File: config.mk
export PLATFORM = sky130hd
export DESIGN_NAME = ctl_port_top
export DESIGN_NICKNAME = d
export VERILOG_FILES = /design/src/rtl/ctl_port_pkg.sv /design/src/rtl/ctl_port_sync.sv /design/src/rtl/ctl_port_framer.sv /design/src/rtl/ctl_port_rdout.sv /design/src/rtl/ctl_port_top.sv
export SDC_FILE = /design/constraint.sdc
export NUM_CORES = 1
export LEC_CHECK = 0
export BUFFER_PORTS_ARGS = -buffer_cell sky130_fd_sc_hd__buf_2
export CORE_MARGIN = 2
export CORE_UTILIZATION = 35
export CTS_CLUSTER_DIAMETER = 120
export DETAILED_ROUTE_END_ITERATION = 10
export PLACE_DENSITY = 0.61
export SKIP_LAST_GASP = 1
export SLEW_MARGIN = 0
export SYNTH_ARGS = -nofsm -noshare
export SYNTH_HDL_FRONTEND = slang
export SYNTH_SLANG_ARGS = --single-unit
File: constraint.sdc
create_clock -name clk -period 2.33 [get_ports clk]
set_input_delay 0.233 -clock clk [delete_from_list [all_inputs] [get_ports clk]]
set_output_delay 0.233 -clock clk [all_outputs]
set_load 0.01 [all_outputs]
File: src/rtl/ctl_port_pkg.sv
// Package: shared frame geometry for the serial register control port.
// Assumes the frame layout select code, direction, address, data, MSB first.
package ctl_port_pkg;
    localparam int SEL_W  = 2;
    localparam int ADDR_W = 5;
    localparam int DATA_W = 8;
    localparam int HDR_W  = SEL_W + 1 + ADDR_W;
    localparam int FRAME_W = HDR_W + DATA_W;
    localparam int CNT_W  = $clog2(FRAME_W + 1);
endpackage

File: src/rtl/ctl_port_sync.sv
// Module: multi-bit, multi-stage synchroniser for asynchronous pins.
// Each bit is resynchronised independently; per-bit reset value is a parameter.
// Assumes inputs are level signals held longer than STAGES clocks.
module ctl_port_sync #(
    parameter int W = 3,
    parameter int STAGES = 2,
    parameter logic [W-1:0] RST_VAL = '0
) (
    input  logic         clk,
    input  logic         rst_n,
    input  logic [W-1:0] d_i,
    output logic [W-1:0] q_o
);
    logic [W-1:0] stage_q [STAGES];

    for (genvar s = 0; s < STAGES; s++) begin : g_stage
        // Purpose: one flop rank of the synchroniser chain.
        always_ff @(posedge clk) begin
            if (!rst_n) stage_q[s] <= RST_VAL;
            else if (s == 0) stage_q[s] <= d_i;
            else stage_q[s] <= stage_q[(s == 0) ? 0 : s-1];
        end
    end

    assign q_o = stage_q[STAGES-1];
endmodule

File: src/rtl/ctl_port_framer.sv
// Module: bit counter and frame decoder.
// Shifts serial bits on detected rising serial clock edges while select is low,
// decodes the header after HDR_W bits and the data after FRAME_W bits.
// Assumes synchronised select/data and a one-cycle rise pulse.
module ctl_port_framer
    import ctl_port_pkg::*;
#(
    parameter logic [SEL_W-1:0] DEV_SEL = '0
) (
    input  logic              clk,
    input  logic              rst_n,
    input  logic              csn_s,
    input  logic              cdti_s,
    input  logic              rise,
    output logic [CNT_W-1:0]  cnt_o,
    output logic              rd_mode_o,
    output logic              rd_load_o,
    output logic [ADDR_W-1:0] addr_o,
    output logic [DATA_W-1:0] wdata_o,
    output logic              we_o
);
    localparam logic [CNT_W-1:0] HDR_LAST   = CNT_W'(HDR_W - 1);
    localparam logic [CNT_W-1:0] FRAME_LAST = CNT_W'(FRAME_W - 1);
    localparam logic [CNT_W-1:0] FRAME_FULL = CNT_W'(FRAME_W);

    logic [FRAME_W-1:0] sh_q;
    logic [FRAME_W-1:0] sh_nxt;
    logic [CNT_W-1:0]   cnt_q;
    logic               hdr_sel_ok;
    logic               frm_sel_ok;
    logic               frm_write;

    // Purpose: next shift value with the incoming bit at the LSB.
    always_comb begin
        sh_nxt     = {sh_q[FRAME_W-2:0], cdti_s};
        hdr_sel_ok = (sh_nxt[HDR_W-1 -: SEL_W] == DEV_SEL);
        frm_sel_ok = (sh_nxt[FRAME_W-1 -: SEL_W] == DEV_SEL);
        frm_write  = sh_nxt[FRAME_W-1-SEL_W];
    end

    // Purpose: count bits, capture header and data, emit strobes.
    always_ff @(posedge clk) begin
        if (!rst_n) begin
            cnt_q     <= '0;
            sh_q      <= '0;
            addr_o    <= '0;
            wdata_o   <= '0;
            we_o      <= 1'b0;
            rd_mode_o <= 1'b0;
            rd_load_o <= 1'b0;
        end else begin
            we_o      <= 1'b0;
            rd_load_o <= 1'b0;
            if (csn_s) begin
                cnt_q     <= '0;
                rd_mode_o <= 1'b0;
            end else if (rise && cnt_q != FRAME_FULL) begin
                sh_q  <= sh_nxt;
                cnt_q <= cnt_q + 1'b1;
                if (cnt_q == HDR_LAST && hdr_sel_ok) begin
                    addr_o    <= sh_nxt[ADDR_W-1:0];
                    rd_mode_o <= !sh_nxt[ADDR_W];
                    rd_load_o <= !sh_nxt[ADDR_W];
                end
                if (cnt_q == FRAME_LAST && frm_sel_ok && frm_write) begin
                    wdata_o <= sh_nxt[DATA_W-1:0];
                    we_o    <= 1'b1;
                end
            end
        end
    end

    assign cnt_o = cnt_q;

    // a write strobe never lasts more than one cycle.
    a_r2_we_single: assert property (@(posedge clk) disable iff (!rst_n)
        we_o |=> !we_o);
    // a write strobe appears only once the full frame has been counted.
    a_r6_we_full_frame: assert property (@(posedge clk) disable iff (!rst_n)
        $rose(we_o) |-> (cnt_q == FRAME_FULL));
    // the bit count never runs past the frame length.
    a_r8_cnt_bound: assert property (@(posedge clk) disable iff (!rst_n)
        cnt_q <= FRAME_FULL);
    // select high always brings the count back to zero.
    a_r7_cnt_clear: assert property (@(posedge clk) disable iff (!rst_n)
        csn_s |=> (cnt_q == '0));
endmodule

File: src/rtl/ctl_port_rdout.sv
// Module: read data serialiser and pad enable.
// Loads the bank byte after a read header, drives it MSB first,
// advancing on falling serial clock edges during the data phase.
// Assumes the bank returns data combinationally one cycle after the address.
module ctl_port_rdout
    import ctl_port_pkg::*;
(
    input  logic              clk,
    input  logic              rst_n,
    input  logic              csn_s,
    input  logic              fall,
    input  logic [CNT_W-1:0]  cnt_i,
    input  logic              rd_mode_i,
    input  logic              rd_load_i,
    input  logic [DATA_W-1:0] rdata_i,
    output logic              dout_o,
    output logic              oe_o
);
    localparam logic [CNT_W-1:0] DATA_START = CNT_W'(HDR_W);
    localparam logic [CNT_W-1:0] FRAME_FULL = CNT_W'(FRAME_W);

    logic [DATA_W-1:0] obuf_q;

    // Purpose: load, shift and enable the read output.
    always_ff @(posedge clk) begin
        if (!rst_n) begin
            obuf_q <= '0;
            oe_o   <= 1'b0;
        end else if (csn_s || !rd_mode_i) begin
            oe_o <= 1'b0;
        end else begin
            if (rd_load_i) obuf_q <= rdata_i;
            if (fall) begin
                if (cnt_i == DATA_START) oe_o <= 1'b1;
                else if (cnt_i == FRAME_FULL) oe_o <= 1'b0;
                else if (oe_o) obuf_q <= {obuf_q[DATA_W-2:0], 1'b0};
            end
        end
    end

    assign dout_o = oe_o & obuf_q[DATA_W-1];

    // the pad is driven only inside a read frame.
    a_r5_oe_needs_read: assert property (@(posedge clk) disable iff (!rst_n)
        oe_o |-> rd_mode_i);
    // select high releases the pad on the next cycle.
    a_r5_oe_off_csn: assert property (@(posedge clk) disable iff (!rst_n)
        csn_s |=> !oe_o);
    // driving starts exactly when the header has been counted.
    a_r4_oe_start: assert property (@(posedge clk) disable iff (!rst_n)
        $rose(oe_o) |-> (cnt_i == DATA_START));
endmodule

File: src/rtl/ctl_port_top.sv
// Module: serial register control port, top level.
// Resynchronises the four-wire link, detects serial clock edges and
// connects frame decoding and read serialisation to the register bank.
// Assumes clk runs many times faster than cclk_i.
module ctl_port_top
    import ctl_port_pkg::*;
#(
    parameter int SYNC_STAGES = 2,
    parameter logic [SEL_W-1:0] DEV_SEL = '0
) (
    input  logic              clk,
    input  logic              rst_n,
    input  logic              csn_i,
    input  logic              cclk_i,
    input  logic              cdti_i,
    output logic              cdto_o,
    output logic              cdto_oe_o,
    output logic [ADDR_W-1:0] reg_addr_o,
    output logic [DATA_W-1:0] reg_wdata_o,
    output logic              reg_we_o,
    input  logic [DATA_W-1:0] reg_rdata_i
);
    logic [2:0]       pins_s;
    logic             csn_s, cclk_s, cdti_s, cclk_d;
    logic             rise, fall;
    logic [CNT_W-1:0] cnt;
    logic             rd_mode, rd_load;

    // Bit order: {csn, cclk, cdti}; select and clock idle high.
    ctl_port_sync #(.W(3), .STAGES(SYNC_STAGES), .RST_VAL(3'b110)) sync_i (
        .clk   (clk),
        .rst_n (rst_n),
        .d_i   ({csn_i, cclk_i, cdti_i}),
        .q_o   (pins_s)
    );
    assign {csn_s, cclk_s, cdti_s} = pins_s;

    // Purpose: delay the synchronised serial clock for edge detection.
    always_ff @(posedge clk) begin
        if (!rst_n) cclk_d <= 1'b1;
        else cclk_d <= cclk_s;
    end

    assign rise = cclk_s & ~cclk_d;
    assign fall = ~cclk_s & cclk_d;

    ctl_port_framer #(.DEV_SEL(DEV_SEL)) framer_i (
        .clk       (clk),
        .rst_n     (rst_n),
        .csn_s     (csn_s),
        .cdti_s    (cdti_s),
        .rise      (rise),
        .cnt_o     (cnt),
        .rd_mode_o (rd_mode),
        .rd_load_o (rd_load),
        .addr_o    (reg_addr_o),
        .wdata_o   (reg_wdata_o),
        .we_o      (reg_we_o)
    );

    ctl_port_rdout rdout_i (
        .clk       (clk),
        .rst_n     (rst_n),
        .csn_s     (csn_s),
        .fall      (fall),
        .cnt_i     (cnt),
        .rd_mode_i (rd_mode),
        .rd_load_i (rd_load),
        .rdata_i   (reg_rdata_i),
        .dout_o    (cdto_o),
        .oe_o      (cdto_oe_o)
    );
endmodule

==> flow_metrics.tcl <==
set metrics [dict create \
    cp_max_fo 16 \
    hold_violations 0 \
    hold_slack_ns 0.113 \
    worst_path_most_repeated_cell "ha_1" \
    diodes 0 \
    crit_chain "ha_1, and3_2, ha_1, nor4bb_1, nand3_2, nand3_1, o21ai_0" \
    cts_buffer_depth 2 \
    grt_max_degree 32 \
    synth_edf_count 0 \
    maxCapViolations 0 \
    ys_warn_count 0 \
    maxSlewViolCount 0 \
    antenna_found_initial 0 \
    worstSetupEndpointType "register" \
    io_pins 29 \
    setup_viol 0 \
    p_leak_nw 1.02 \
    die_y_um 82.2 \
    drcViolationCount 0 \
    crit_required_ns 2.51 \
    finClkSkew_ns 0.0103 \
    tns_ns 0 \
    yosysTopAreaCellShare 0.487 \
    root_buffer "clkbuf_8" \
    grt_pass1_vias 1380 \
    final_area_um2 2430 \
    grtUsageTotal 0.119 \
    final_nets 259 \
    vias 1484 \
    power_density_nw_per_um2 599 \
    die_area_um2 6750 \
    fin_crit_sh 0.882 \
    critPathMaxStageDelay_ns 0.40 \
    worstSetupPathType "reg2reg" \
    overflow 0 \
    fmax_mhz 487 \
    rsz0062_at_grt "false" \
    fp.coreArea_um2 5920 \
    start_util 0.361 \
    drt_wl_total_um 3580 \
    std_cell_rows 28 \
    synthDistinctLibCells 39 \
    worst-path-buf-inv 0 \
    cts_tree "done" \
    period_needed_ns 2.05 \
    synth.cell_area_um2 2140 \
    io_buffer_count 28 \
    synthTopCellsByArea "dfxtp_1, mux2i_1, nand2_1" \
    wl_per_cell_um 11.2 \
    drive_above_1_share 0.213 \
    startpoint_type "register" \
    worst_slew_pin_slew_ns 0.510 \
    synth_ff_type "dfxtp_1" \
    cpMaxStageDelayCell "nor4bb_1" \
    slew_headroom 0.659 \
    grt_pass1_wl_um 6140 \
    dp_hpwl_um 2500 \
    ys_top_cells_by_count "dfxtp_1, nand2_1, mux2i_1" \
    vias_per_cell 4.65 \
    dr.pass1.iters 4 \
    clk_latency_ns 0.30 \
    avgSynthCellArea_um2 9.90 \
    dieWidth_um 82.2 \
    vdd_ir_drop_max_uv 436 \
    yosys_register_bits 52 \
    p_total_w 0.00146 \
    place_congestion 0.754 \
    cts.sink_count 52 \
    hp-class "in2reg" \
    syn_inst 216 \
    utilization 0.411 \
    clkTransAtPathRegs_ns 0.09 \
    synth.most_common_cell "dfxtp_1" \
    synth_nets 232 \
    outcome "finished, final reports clean" \
    first_iter_violations 70 \
    critical_path_arrival_ns 2.24 \
    cts-buffers-inserted 5 \
    crit_family "simple AND/OR/NAND/NOR gates" \
    placed_cell_area_um2 2330 \
    area_delta_synth_final_pct 13.7 \
    yosysSeqAreaShare 0.487 \
    synth_area_leader_cell "dfxtp_1" \
    cts_max_level 2 \
    async_flop_share 0 \
    ant_nets 0 \
]
-- state kept, by name (all words and copies together), names as in the netlist --
signal / count
framer_i.sh_q: 15
framer_i.wdata_o: 8
rdout_i.obuf_q: 8
sync_i.stage_q: 6
framer_i.addr_o: 5
framer_i.cnt_o: 5
cclk_d: 1
framer_i.rd_load_o: 1
framer_i.rd_mode_o: 1
framer_i.we_o: 1
rdout_i.oe_o: 1
-- worst paths after layout --
| kind | startpoint | endpoint | slack [ns] | depth (start not counted) |
|---|---|---|---|---|
| setup / recovery | framer_i.cnt_o[0]$_SDFFE_PP0P_ | framer_i.wdata_o[1]$_SDFFE_PN0P_ | 0.28 | 7 |
| hold / removal | cclk_i | sync_i.stage_q[0][1]$_SDFF_PN1_ | 0.11 | 2 |
| setup reg to reg | framer_i.cnt_o[0]$_SDFFE_PP0P_ | framer_i.wdata_o[1]$_SDFFE_PN0P_ | 0.28 | 7 |
| hold reg to reg | sync_i.stage_q[0][1]$_SDFF_PN1_ | sync_i.stage_q[1][1]$_SDFF_PN1_ | 0.42 | 1 |
-- placed cells by master (no fill, tap or decap), drive strengths merged --
cell | netlist | final
a21oi | 3 | 3
and3 | 2 | 2
a211oi | 1 | 1
and4b | 1 | 1
xnor2 | 2 | 2
clkbuf | 5 | 6
nor2b | 14 | 14
nor3b | 1 | 1
or2b | 1 | 1
o21ai | 17 | 17
o2111ai | 1 | 1
buf | 4 | 29
and2 | 4 | 4
nand3 | 14 | 14
and2b | 1 | 1
a21boi | 5 | 5
nand4 | 2 | 2
nand4bb | 1 | 1
nor2 | 6 | 6
mux2 | 7 | 7
inv | 5 | 5
nand2 | 27 | 27
nor3 | 1 | 1
nand2b | 6 | 6
o41ai | 1 | 1
a31o | 1 | 1
mux2i | 23 | 23
nor4 | 2 | 2
ha | 3 | 3
clkinv | 0 | 2
dfxtp | 52 | 52
xor2 | 2 | 2
nor4bb | 1 | 1
-- through the flow --
step,setup WS (ns),std cells
finish,0.276,319
detailed placement,0.150,311
global placement,0.280,311
floorplan,0.537,216
CTS,0.127,319
global route,0.105,319
-- final cells by class --
| type | count | area (µm²) |
|---|---|---|
| clock buffer | 6 | 82.6 |
| clock inverter | 2 | 10.0 |
| fill | 562 | 3490 |
| inverter | 5 | 18.8 |
| multi-input combinational | 150 | 1040 |
| sequential | 52 | 1040 |
| tap | 75 | 93.8 |
| timing repair buffer | 29 | 148 |
-- what timing repair did --
action,4_1_cts,5_1_grt
buffers inserted,0,0
gates resized for setup,0,1
hold buffers,0,0
setup endpoints to repair,0,8
-- where the power goes --
part	leakage, nW	switching, W	internal, W	total (W)
combinational	0.552	0.0000213	0.0000196	0.0000410
sequential	0.420	0.00000515	0.000895	0.000900
clock	0.0510	0.000279	0.000237	0.000516
total	1.02	0.000305	0.00115	0.00146
-- worst register-to-register path, cell delays in order, from the launching register on --
cell and delay [ns]:
dfxtp_1 0.39, ha_1 0.21, and3_2 0.18, ha_1 0.13, nor4bb_1 0.40, nand3_2 0.34
nand3_1 0.19, o21ai_0 0.09
-- per-layer routing --
layer / vias up / global-route usage / share of wire
li1: 796 / - / -
met1: 663 / 0.151 / 0.50
met2: 19 / 0.188 / 0.45
met3: 6 / 0.0315 / 0.032
met4: 0 / 0.0550 / 0.020
met5: - / 0 / 0
-- kinds of logic after synthesis --
| family | share of synthesized area |
|---|---|
| AO/OA/AOI/OAI | 0.0884 |
| XOR/XNOR | 0.0164 |
| adder cells (fa/ha/maj) | 0.0176 |
| buffers and inverters | 0.0304 |
| flip-flops | 0.487 |
| multiplexers | 0.145 |
| AND/OR/NAND/NOR | 0.216 |
Power figures use the tool's default switching activity.
